<file path="src/rtl/rtcp_pkg.sv">
// Shared types for the RTC calibration prescaler.
// Assumes a 6-bit calibration code: one sign bit above a 5-bit magnitude.
package rtcp_pkg;
    localparam int MAG_W  = 5;
    localparam int CODE_W = MAG_W + 1;

    localparam logic ADDR_CTRL = 1'b0;
    localparam logic ADDR_CAL  = 1'b1;

    typedef struct packed {
        logic             add;   // 1: insert counts (slow clock), 0: swallow
        logic [MAG_W-1:0] mag;   // adjustments per window
    } cal_code_t;

    typedef enum logic [1:0] {
        STEP_NORMAL  = 2'd0,
        STEP_INSERT  = 2'd1,
        STEP_SWALLOW = 2'd2
    } step_e;
endpackage

</file>
<file path="src/rtl/rtcp_regs.sv">
// Control bit and calibration code behind a one-bit-address write port.
// The code is write-protected unless the mode bit is already set at the
// edge of the write. Assumes at most one write per cycle.
module rtcp_regs
    import rtcp_pkg::*;
(
    input  logic      clk,
    input  logic      rst_n,
    input  logic      wr_en,
    input  logic      wr_addr,
    input  logic [7:0] wr_data,
    output logic      mode_q,
    output cal_code_t code_q
);
    // Mode bit: loaded from data bit 0 on a control write.
    always_ff @(posedge clk) begin
        if (!rst_n) begin
            mode_q <= 1'b0;
        end else if (wr_en && wr_addr == ADDR_CTRL) begin
            mode_q <= wr_data[0];
        end
    end

    // Calibration code: accepted only while calibration mode is active.
    always_ff @(posedge clk) begin
        if (!rst_n) begin
            code_q <= '0;
        end else if (wr_en && wr_addr == ADDR_CAL && mode_q) begin
            code_q <= cal_code_t'(wr_data[CODE_W-1:0]);
        end
    end
endmodule

</file>
<file path="src/rtl/rtcp_trim.sv">
// Correction scheduler. Counts ticks in windows of WINDOW and marks the
// first 'mag' ticks of each window as insert or swallow steps.
// Assumes WINDOW exceeds the largest magnitude (2^MAG_W - 1).
module rtcp_trim
    import rtcp_pkg::*;
#(
    parameter int WINDOW = 230400
) (
    input  logic      clk,
    input  logic      rst_n,
    input  logic      tick,
    input  cal_code_t code,
    output step_e     step
);
    localparam int WIN_W = (WINDOW > 1) ? $clog2(WINDOW) : 1;
    localparam logic [WIN_W-1:0] WIN_LAST = WIN_W'(WINDOW - 1);

    logic [WIN_W-1:0] win_q;
    logic [WIN_W-1:0] mag_ext;
    logic             in_adjust;

    assign mag_ext   = WIN_W'(code.mag);
    assign in_adjust = (win_q < mag_ext);

    // Window position: advances on each tick, wraps after WINDOW ticks.
    always_ff @(posedge clk) begin
        if (!rst_n) begin
            win_q <= '0;
        end else if (tick) begin
            win_q <= (win_q == WIN_LAST) ? '0 : win_q + 1'b1;
        end
    end

    // Step kind for the current tick, chosen from sign and window position.
    always_comb begin
        if (!in_adjust) begin
            step = STEP_NORMAL;
        end else if (code.add) begin
            step = STEP_INSERT;
        end else begin
            step = STEP_SWALLOW;
        end
    end
endmodule

</file>
<file path="src/rtl/rtcp_prescaler.sv">
// Corrected prescaler. Adds 0, 1 or 2 per tick according to the step
// kind and raises a one-cycle pulse when the sum carries out of DIV_BITS.
// Assumes DIV_BITS >= 2, so two wraps cannot follow on adjacent ticks.
module rtcp_prescaler
    import rtcp_pkg::*;
#(
    parameter int DIV_BITS = 15
) (
    input  logic  clk,
    input  logic  rst_n,
    input  logic  tick,
    input  step_e step,
    output logic  wrap_pulse
);
    logic [DIV_BITS-1:0] cnt_q;
    logic [DIV_BITS:0]   sum;
    logic [1:0]          incr;

    // Increment per tick: doubled on insert, zero on swallow.
    always_comb begin
        case (step)
            STEP_INSERT:  incr = 2'd2;
            STEP_SWALLOW: incr = 2'd0;
            default:      incr = 2'd1;
        endcase
        sum = {1'b0, cnt_q} + {{(DIV_BITS-1){1'b0}}, incr};
    end

    // Count register and wrap strobe.
    always_ff @(posedge clk) begin
        if (!rst_n) begin
            cnt_q      <= '0;
            wrap_pulse <= 1'b0;
        end else begin
            wrap_pulse <= tick && sum[DIV_BITS];
            if (tick) begin
                cnt_q <= sum[DIV_BITS-1:0];
            end
        end
    end
endmodule

</file>
<file path="src/rtl/rtcp_tone.sv">
// Measurement tone from the uncorrected tick count. Divides by
// 2^TONE_SHIFT with 50% duty. Assumes TONE_SHIFT >= 1.
module rtcp_tone #(
    parameter int TONE_SHIFT = 6
) (
    input  logic clk,
    input  logic rst_n,
    input  logic tick,
    output logic tone
);
    logic [TONE_SHIFT-1:0] raw_q;

    // Raw tick counter, free of any correction.
    always_ff @(posedge clk) begin
        if (!rst_n) begin
            raw_q <= '0;
        end else if (tick) begin
            raw_q <= raw_q + 1'b1;
        end
    end

    assign tone = raw_q[TONE_SHIFT-1];
endmodule

</file>
<file path="src/rtl/rtc_cal_prescaler.sv">
// Top of the RTC calibration prescaler. Divides the crystal tick to a
// 1 Hz enable with sign-magnitude trim, and shares one pin between the
// measurement tone and power-fail. Assumes tick_32k is a synchronous
// one-cycle strobe and pwr_fail is already synchronised.
module rtc_cal_prescaler
    import rtcp_pkg::*;
#(
    parameter int DIV_BITS   = 15,
    parameter int TONE_SHIFT = 6,
    parameter int WINDOW     = 230400
) (
    input  logic       clk,
    input  logic       rst_n,
    input  logic       tick_32k,
    input  logic       wr_en,
    input  logic       wr_addr,
    input  logic [7:0] wr_data,
    input  logic       pwr_fail,
    output logic       cal_pfo,
    output logic       sec_pulse,
    output logic       cal_mode,
    output logic [5:0] cal_code
);
    cal_code_t code_q;
    step_e     step;
    logic      tone;

    rtcp_regs u_regs (
        .clk     (clk),
        .rst_n   (rst_n),
        .wr_en   (wr_en),
        .wr_addr (wr_addr),
        .wr_data (wr_data),
        .mode_q  (cal_mode),
        .code_q  (code_q)
    );

    rtcp_trim #(.WINDOW(WINDOW)) u_trim (
        .clk   (clk),
        .rst_n (rst_n),
        .tick  (tick_32k),
        .code  (code_q),
        .step  (step)
    );

    rtcp_prescaler #(.DIV_BITS(DIV_BITS)) u_presc (
        .clk        (clk),
        .rst_n      (rst_n),
        .tick       (tick_32k),
        .step       (step),
        .wrap_pulse (sec_pulse)
    );

    rtcp_tone #(.TONE_SHIFT(TONE_SHIFT)) u_tone (
        .clk   (clk),
        .rst_n (rst_n),
        .tick  (tick_32k),
        .tone  (tone)
    );

    // Shared pin: tone during calibration, otherwise power-fail.
    assign cal_pfo  = cal_mode ? tone : pwr_fail;
    assign cal_code = code_q;
endmodule

</file>
<file path="config.mk">
export PLATFORM = sky130hd
export DESIGN_NAME = rtc_cal_prescaler
export DESIGN_NICKNAME = d
export VERILOG_FILES = /design/src/rtl/rtcp_pkg.sv /design/src/rtl/rtcp_regs.sv /design/src/rtl/rtcp_trim.sv /design/src/rtl/rtcp_prescaler.sv /design/src/rtl/rtcp_tone.sv /design/src/rtl/rtc_cal_prescaler.sv
export SDC_FILE = /design/constraint.sdc
export NUM_CORES = 1
export LEC_CHECK = 0
export BUFFER_PORTS_ARGS = -buffer_cell sky130_fd_sc_hd__clkbuf_2
export CORE_AREA = 10 10 77 79
export CTS_CLUSTER_DIAMETER = 40
export DETAILED_ROUTE_END_ITERATION = 16
export DIE_AREA = 0 0 87 89
export PLACE_DENSITY_LB_ADDON = 0.12
export SLEW_MARGIN = 20
export SYNTH_ARGS = -nofsm -noshare
export SYNTH_HDL_FRONTEND = slang
export SYNTH_SLANG_ARGS = --single-unit
</file>
<file path="constraint.sdc">
create_clock -name clk -period 3 [get_ports clk]
set_clock_uncertainty 0.2 [all_clocks]
set_input_delay 0 -clock clk [delete_from_list [all_inputs] [get_ports clk]]
set_output_delay 0 -clock clk [all_outputs]
set_load 0.02 [all_outputs]
</file>
==> flow_metrics.tcl, run 1 <==
set metrics [dict create \
    synthSimpleGateAreaFrac 0.265 \
    grt_pass1_wl_mm 7.24 \
    async_flop_share 0 \
    maxSlewHeadroom 0.377 \
    period_share 0.938 \
    power_density_nw_per_um2 460 \
    cts_max_level 2 \
    layout_setup_ws_ns 0.185 \
    hold_viol 0 \
    io_buffers 20 \
    final_nets 304 \
    p_seq_frac 0.535 \
    synth_top_area_cell "dfxtp_1" \
    tightest_slew_ns 0.934 \
    cts_root_buf "clkbuf_8" \
    startpoint_type "flip-flop" \
    vias 1725 \
    outcome "finished clean" \
    peakVddDrop_mv 0.179 \
    synth_xor_area_frac 0.111 \
    via_per_inst 5.13 \
    num_antenna_cells 0 \
    syn_area_um2 2210 \
    row_count 25 \
    synth_nets 269 \
    synth_edf_count 0 \
    yosysUniqueCellTypes 41 \
    cts_buffer_depth 2 \
    yosys-top-cells-area "dfxtp_1 43%, nor2_1 7.5%, xnor2_1 6.3%" \
    cts_tree "built" \
    crit_fanout 3 \
    antenna_found_initial 0 \
    cts.clk_slew.worst_paths_ns 0.09 \
    ys_ff_latch 47 \
    syn_avg_cell_area_um2 8.99 \
    grtUsageTotal 0.114 \
    drc_errors 0 \
    maxCapViolCount 0 \
    synth_fa_ha_area_frac 0.0543 \
    hold_class "in2reg" \
    overflow 0 \
    ant_nets 0 \
    grt_max_degree 32 \
    rsz0062_at_grt "true" \
    die_area_um2 7740 \
    cts-buffers-inserted 5 \
    place_ws_ns 0.0929 \
    ff_latch_area_um2 942 \
    synth-seq-area-share 0.426 \
    p_sw_mw 0.261 \
    wl_per_cell_um 12.3 \
    synth_top_family_by_area "simple AND/OR/NAND/NOR gates" \
    combPwrFrac 0.069 \
    power.share.clock 0.396 \
    worstSkewPairLatency_ns 0.30 \
    first_pass_iters 4 \
    dp_hpwl_mm 2.90 \
    multi_input_area_um2 1220 \
    netlist_instances 246 \
    grt_pass1_vias 1615 \
    core_area_um2 4540 \
    routabilityCongestion 0.750 \
    worstPathRequired_ns 3.03 \
    period_needed_ns 2.81 \
    fmax_ghz 0.355 \
    cp.arrival_ns 2.84 \
    die-height_um 89 \
    cts_num_sinks 47 \
    wirelength_mm 4.14 \
    nFillCells 425 \
    cp-end-kind "flip-flop" \
    ff2ff_setup_slack_ns 0.19 \
    yosysTopAreaCellShare 0.426 \
    final-max-slew-violation-count 0 \
    p_leak_nw 1.06 \
    synth_ff_type "dfxtp_1" \
    yosys_warnings 0 \
    initial_utilization 0.487 \
    die_w_um 87 \
    synth_mux_area_frac 0.0549 \
    crit_type "reg2reg" \
    internal_power_mw 0.945 \
    drive_gt1_frac 0.170 \
    setup_viol 0 \
    worst_hold_slack_ns 0.0834 \
    synth_compound_area_frac 0.0572 \
    io_pins 23 \
    drt_iter0_drc 32 \
    syn2layout_area_growth_pct 18.7 \
    switching_share 0.216 \
]
[worst max-delay path, cell delays in order, from the launching register on]
cell	delay, ns
dfxtp_2	0.33
inv_1	0.05
ha_1	0.15
nor2_1	0.04
nand4_1	0.11
nor4_2	0.06
buf_4	0.14
buf_4	0.12
o21ai_1	0.07
ha_1	0.20
inv_2	0.05
fa_2	0.35
and4b_1	0.28
nand3_1	0.10
or3_1	0.35
a21oi_1	0.13
[per-layer routing]
metal / wire length (um) / vias to the layer above / GRT usage
met5: 0 / - / 0
met1: 1970 / 776 / 0.140
li1: - / 916 / -
met2: 1850 / 27 / 0.179
met3: 253 / 6 / 0.0401
met4: 68 / 0 / 0.0442
[cells by family (layout without fill, tap and decap cells)]
family	Yosys count	count (layout)
AO/OA/AOI/OAI	22	22
XOR/XNOR	28	28
adder cells (fa/ha/maj)	9	9
buffers and inverters	17	53
flip-flops	47	47
multiplexers	12	12
AND/OR/NAND/NOR	111	111
[final cells by class]
type	instances	share of cell area
Multi-Input combinational cell	182	0.465
Sequential cell	47	0.359
Timing Repair Buffer	36	0.0925
Clock buffer	6	0.0315
Tap cell	54	0.0258
Clock inverter	2	0.0134
Inverter	9	0.0129
[final timing paths]
| path | cells after the start | from | endpoint |
|---|---|---|---|
| worst min-delay path | 4 | wr_addr | u_regs.code_q[3] |
| worst min register to register | 2 | u_presc.cnt_q[14] | u_presc.wrap_pulse |
| worst max register to register | 15 | u_regs.code_q[4] | u_presc.cnt_q[14] |
| worst max-delay path | 15 | u_regs.code_q[4] | u_presc.cnt_q[14] |
[metrics by stage]
| stage | area (um^2) | util | power, mW | std cells | TNS (ns) |
|---|---|---|---|---|---|
| 2_1_floorplan | 2210 | - | 0.711 | 246 | 0 |
| 3_3_place_gp | 2390 | 0.526 | 0.731 | 318 | 0 |
| 3_5_place_dp | 2390 | 0.526 | 0.734 | 318 | 0 |
| 4_1_cts | 2590 | 0.572 | 1.23 | 335 | 0 |
| 5_1_grt | 2620 | 0.578 | 1.27 | 336 | -0.347 |
| 6_report | 2620 | 0.578 | 1.21 | 336 | 0 |
[Yosys cell counts, types with 2 or more instances]
cell type	count
nand2_1	13
nor4_1	6
nand2b_1	3
clkbuf_1	4
dfxtp_1	47
nand4_1	8
xor2_1	12
mux2i_1	11
o21ai_0	7
a21oi_1	10
xnor2_1	16
nor3_1	5
buf_2	2
and3_1	3
nor2_1	44
ha_1	8
or3_1	6
inv_1	9
nand3_1	10
[registers in the layout, indices dropped and copies added, names as in the netlist]
name	count
u_regs.mode_q	1
u_regs.code_q	6
u_trim.win_q	18
u_tone.raw_q	6
u_presc.wrap_pulse	1
u_presc.cnt_q	15
[power by group through the flow]
stage | Combinational [mW] | Clock (mW) | Sequential (mW)
after detailed placement | 0.0735 | 0 | 0.660
after floorplan | 0.0517 | 0 | 0.660
after global routing | 0.0983 | 0.520 | 0.648
after CTS | 0.0831 | 0.498 | 0.646
final | 0.0830 | 0.477 | 0.646
after global placement | 0.0709 | 0 | 0.660
[layout by cell type, fill, tap and decap left out, types with 7 or more instances in the layout]
| cell | count |
|---|---|
| xor2_1 | 12 |
| a21oi_1 | 10 |
| dlygate4sd3_1 | 9 |
| nor2_1 | 44 |
| inv_1 | 8 |
| buf_4 | 7 |
| clkbuf_2 | 20 |
| mux2i_1 | 11 |
| dfxtp_1 | 46 |
| nand2_1 | 13 |
| nand4_1 | 8 |
| nand3_1 | 10 |
| xnor2_1 | 16 |
| ha_1 | 8 |
[timing repair]
action                     in CTS  in global routing
resized for setup               0                  7
buffers inserted                0                  1
hold endpoints to repair       20                  0
setup endpoints to repair       0                  9
hold buffers                    9                  0
No activity file was read; power rests on OpenSTA's default activity.
==> run 2: changes to the inputs <==
CORE_AREA = 10 10 73 75   (was 10 10 77 79)
CTS_CLUSTER_SIZE = 30   (was default)
DIE_AREA = 0 0 83 85   (was 0 0 87 89)
clock period = 3.1 ns   (was 3 ns; I/O delays follow)
==> flow_metrics.tcl, run 2 (same netlist as run 1, synthesis figures left out) <==
set metrics [dict create \
    period_share 0.915 \
    rsz0062_at_grt "false" \
    grt_pass1_vias 1648 \
    timing.rr.start "u_regs.code_q[3]" \
    design_area_um2 2570 \
    cp-end-kind "flip-flop" \
    dp_hpwl_mm 2.90 \
    ff_latch_area_um2 942 \
    cts_max_level 2 \
    multi_input_area_um2 1230 \
    reg2regPathDepth 12 \
    routabilityCongestion 0.751 \
    drive_gt1_frac 0.155 \
    met2_usage 0.194 \
    worstPathRequired_ns 3.12 \
    worstSkewPairLatency_ns 0.29 \
    top_regs "u_trim.win_q x18, u_presc.cnt_q x15" \
    grtUsageMet1 0.146 \
    antenna_found_initial 0 \
    cts.clk_slew.worst_paths_ns 0.08 \
    p_sw_mw 0.242 \
    overflow 0 \
    holdPathStages 2 \
    vias 1719 \
    cts_tree "built" \
    worstHoldStart "tick_32k" \
    combPwrFrac 0.073 \
    hold_class "in2reg" \
    cts-buffers-inserted 5 \
    internal_power_mw 0.827 \
    p_leak_nw 1.04 \
    syn2layout_area_growth_pct 16.5 \
    final_nets 301 \
    drc_errors 0 \
    startpoint_type "flip-flop" \
    utilization 0.658 \
    tightest_slew_ns 0.946 \
    final-max-slew-violation-count 0 \
    fmax_ghz 0.352 \
    r2r_end "u_presc.cnt_q[14]" \
    setup_tns_ns 0 \
    total_power_mw 1.07 \
    p_seq_frac 0.584 \
    ff2ff_setup_slack_ns 0.26 \
    final_common_cell "dfxtp_1" \
    wl_per_cell_um 12.5 \
    gr-usage-met3 0.0354 \
    setup_viol 0 \
    whs_endpoint "u_presc.cnt_q[1]" \
    first_pass_iters 4 \
    hold_viol 0 \
    drt_iter0_drc 63 \
    crit_type "reg2reg" \
    io_pins 23 \
    ant_nets 0 \
    initial_utilization 0.565 \
    largest_reg_flops 18 \
    place_area_um2 2370 \
    die_area_um2 7060 \
    peakVddDrop_mv 0.260 \
    wirelength_mm 4.10 \
    grt_max_degree 32 \
    grtUsageTotal 0.120 \
    core_area_um2 3910 \
    row_count 23 \
    period_needed_ns 2.84 \
    crit_fanout 3 \
    power.share.clock 0.343 \
    layout_common_cells "46 x dfxtp_1, 44 x nor2_1, 20 x clkbuf_2" \
    grt_pass1_wl_mm 7.33 \
    cp.arrival_ns 2.86 \
    top_usage_layer "met2" \
    via_per_inst 5.24 \
    num_antenna_cells 0 \
    maxCapViolCount 0 \
    die_w_um 83 \
    switching_share 0.227 \
    regMostFlops "u_trim.win_q" \
    power_density_nw_per_um2 415 \
    maxSlewHeadroom 0.368 \
    outcome "finished clean" \
    nFillCells 335 \
    cts_num_sinks 47 \
    die-height_um 85 \
    cts_buffer_depth 2 \
    cts_root_buf "clkbuf_8" \
    io_buffers 20 \
]
## run 2: cell count changes in the layout (fill, tap and decap cells not counted)
cell	previous run	this run
buf_4	7	4
bufinv_16	1	0
inv_1	8	9
inv_2	1	0
nor4_2	3	2
nor4_4	0	1
## run 2: worst max path at each step
| stage | depth (start not counted) | endpoint | from | slack (ns) |
|---|---|---|---|---|
| after global placement | 11 | u_presc.cnt_q[14] | u_regs.code_q[4] | 0.19 |
| after global routing | 12 | u_presc.cnt_q[14] | u_regs.code_q[3] | 0.06 |
| after CTS | 11 | u_presc.cnt_q[14] | u_regs.code_q[4] | 0.10 |
| final | 12 | u_presc.cnt_q[14] | u_regs.code_q[3] | 0.26 |
| after floorplan | 13 | u_presc.cnt_q[14] | u_regs.code_q[3] | 0.15 |
| after detailed placement | 11 | u_presc.cnt_q[14] | u_regs.code_q[4] | 0.12 |
## run 2: critical path, stage by stage, from the launching register on
cell     delay [ns]
dfxtp_1        0.36
inv_1          0.05
ha_1           0.29
nand2_1        0.05
o21a_1         0.21
o21ai_1        0.13
ha_1           0.18
inv_1          0.06
fa_2           0.35
and4b_1        0.28
nand3_1        0.10
or3_1          0.35
a21oi_1        0.13
## run 2: layer usage
layer  vias up  wire [um]  share of wire
met4         0         66          0.016
li1        905          -              -
met3         8        179          0.044
met2        28       1840           0.45
met1       778       2020           0.49
met5         -          0              0
## run 2: timing repair
item	CTS	global route
setup buffers	0	0
endpoints found under the hold margin	15	0
resized for setup	0	7
endpoints found under the setup margin	0	9
hold buffers	9	0
## run 2: power groups by stage
stage / sequential [mW] / clock, mW / combinational, mW
6_report: 0.625 / 0.366 / 0.0781
4_1_cts: 0.625 / 0.379 / 0.0780
3_3_place_gp: 0.638 / 0 / 0.0669
2_1_floorplan: 0.638 / 0 / 0.0500
3_5_place_dp: 0.639 / 0 / 0.0692
5_1_grt: 0.627 / 0.401 / 0.0899
## run 2: through the flow
step | hold slack [ns] | instances | setup WS (ns)
after global routing | 0.0704 | 328 | 0.0573
after global placement | 0.0354 | 312 | 0.194
final | 0.0255 | 328 | 0.262
after floorplan | -0.0749 | 246 | 0.153
after CTS | 0.0250 | 328 | 0.104
after detailed placement | 0.0424 | 312 | 0.117
## run 2: cell type report
cell class / instances / share of cell area
multi-input cells: 182 / 0.477
repair buffers: 33 / 0.0855
clock inverters: 1 / 0.00194
well taps: 50 / 0.0243
inverters: 9 / 0.0131
flip-flops and latches: 47 / 0.366
clock buffers: 6 / 0.0321
==> run 3: changes to the inputs <==
CORE_AREA = 10 10 100 102   (was 10 10 73 75)
DIE_AREA = 0 0 110 112   (was 0 0 83 85)
==> flow_metrics.tcl, run 3 (same netlist as run 1, synthesis figures left out) <==
set metrics [dict create \
    outcome "finished clean" \
    crit_family "adder cells" \
    p_sw_mw 0.252 \
    grt_pass1_vias 1716 \
    setup_viol 0 \
    switching_share 0.237 \
    met1_length_mm 2.20 \
    internal_power_mw 0.812 \
    power_density_nw_per_um2 404 \
    p_leak_nw 1.03 \
    num_antenna_cells 0 \
    hold_class "in2reg" \
    top_regs "u_trim.win_q x18, u_presc.cnt_q x15" \
    io_buffers 20 \
    drt_iter0_drc 80 \
    worstPathRequired_ns 3.12 \
    grtUsageTotal 0.0794 \
    die-height_um 112 \
    cp-end-kind "flip-flop" \
    maxSlewHeadroom 0.314 \
    wl_per_cell_um 11.6 \
    io_pins 23 \
    dp_hpwl_mm 3.20 \
    cts_tree "built" \
    cts_root_buf "clkbuf_8" \
    timing.rr.start "u_regs.code_q[3]" \
    ant_nets 0 \
    cts_setup_buffers 0 \
    antenna_found_initial 0 \
    overflow 0 \
    cp.arrival_ns 2.87 \
    cp_cell_sequence "inv_1, ha_1, nand2_1, o21a_1, o21ai_1, ha_1, inv_1, fa_1, and4b_1, nand3_1, or3_1, a21oi_1" \
    via_per_inst 4.48 \
    grt_max_degree 32 \
    drc_errors 0 \
    fmax_ghz 0.350 \
    die_area_um2 12300 \
    first_pass_iters 4 \
    p_seq_frac 0.587 \
    crit_fanout 3 \
    tightest_slew_ns 1.03 \
    worstHoldStart "wr_addr" \
    startpoint_type "flip-flop" \
    routed-wl-met2_mm 1.92 \
    row_count 33 \
    period_share 0.921 \
    cts_num_sinks 47 \
    cp_num_buf_inv 2 \
    layout.cells.non_filler 386 \
    final_common_cell "dfxtp_1" \
    dp.cells 368 \
    cts_max_level 2 \
    initial_utilization 0.275 \
    vias 1729 \
    cts_buffer_depth 2 \
    wirelength_mm 4.47 \
    grt_pass1_wl_mm 7.98 \
    final_nets 303 \
    critPathLaunch "u_regs.code_q[3]" \
    drive_gt1_frac 0.139 \
    rsz0062_at_grt "false" \
    top_layer "met4" \
    die_w_um 110 \
    worstSkewPairLatency_ns 0.29 \
    maxCapViolCount 0 \
    period_needed_ns 2.86 \
    largest_reg_flops 18 \
    met3_length_um 284 \
    setup_tns_ns 0 \
    ff2ff_setup_slack_ns 0.24 \
    power.share.clock 0.336 \
    layout_common_cells "47 x dfxtp_1, 44 x nor2_1, 20 x clkbuf_2" \
    routabilityCongestion 0.676 \
    hold_viol 0 \
    cts.clk_slew.worst_paths_ns 0.09 \
    combPwrFrac 0.077 \
    peakVddDrop_mv 0.168 \
    syn2layout_area_growth_pct 19.0 \
    slowest_delay_ns 0.38 \
    regMostFlops "u_trim.win_q" \
    crit_type "reg2reg" \
    cts-buffers-inserted 5 \
    core_area_um2 8050 \
    slowest_stage "fa_1" \
    final-max-slew-violation-count 0 \
]
run 3: cell types whose count changed in the layout (fill, tap and decap cells not counted):
| cell | delta |
|---|---|
| clkbuf_1 | +2 |
| fa_2 | -1 |
| nor4_4 | -1 |
| buf_4 | +1 |
| dfxtp_1 | +1 |
| dlygate4sd3_1 | +1 |
| clkbuf_8 | -1 |
| nor3_1 | +1 |
| dfxtp_2 | -1 |
| nor4_1 | +1 |
| fa_1 | +1 |
| nor3_2 | -1 |
run 3: worst register-to-register path, stage by stage (launching register included):
cell	delay [ns]
dfxtp_1	0.35
inv_1	0.05
ha_1	0.29
nand2_1	0.05
o21a_1	0.22
o21ai_1	0.15
ha_1	0.18
inv_1	0.05
fa_1	0.38
and4b_1	0.28
nand3_1	0.09
or3_1	0.36
a21oi_1	0.13
run 3: power groups by stage:
stage | Clock [mW] | Sequential, mW | Combinational (mW)
floorplan | 0 | 0.638 | 0.0500
global placement | 0 | 0.639 | 0.0724
detailed placement | 0 | 0.639 | 0.0724
CTS | 0.379 | 0.625 | 0.0826
global route | 0.401 | 0.627 | 0.0935
finish | 0.357 | 0.625 | 0.0814
run 3: timing repair:
item	4_1_cts	5_1_grt
hold buffers	10	0
setup endpoints to repair	0	4
hold endpoints to repair	9	0
gates resized for setup	0	2
run 3: stage by stage:
stage	power, mW	hold WS [ns]	setup WS [ns]	cell area, um^2	utilization
after CTS	1.09	0.127	0.149	2630	0.326
after global routing	1.12	0.174	0.0216	2630	0.327
after global placement	0.711	0.0356	0.190	2440	0.303
final	1.06	0.124	0.244	2630	0.327
after detailed placement	0.711	0.0428	0.168	2440	0.303
after floorplan	0.688	-0.0749	0.153	2210	-
run 3: layout make-up:
cell class,instances,area (um^2)
fill,858,5420
clock buffer,7,76.3
tap,105,131
timing repair buffer,35,238
sequential,47,941
inverter,9,33.8
multi-input combinational,182,1210
clock inverter,1,5.00
run 3: worst paths after layout:
path | to | cells after the start
setup / recovery | u_presc.cnt_q[14] | 12
hold reg to reg | u_presc.wrap_pulse | 2
hold / removal | u_regs.code_q[0] | 4
setup reg to reg | u_presc.cnt_q[14] | 12
run 3: layer usage:
layer	GRT usage	vias to the layer above
met1	0.100	781
met2	0.120	29
met5	0	-
li1	-	915
met4	0.0339	0
met3	0.0254	4
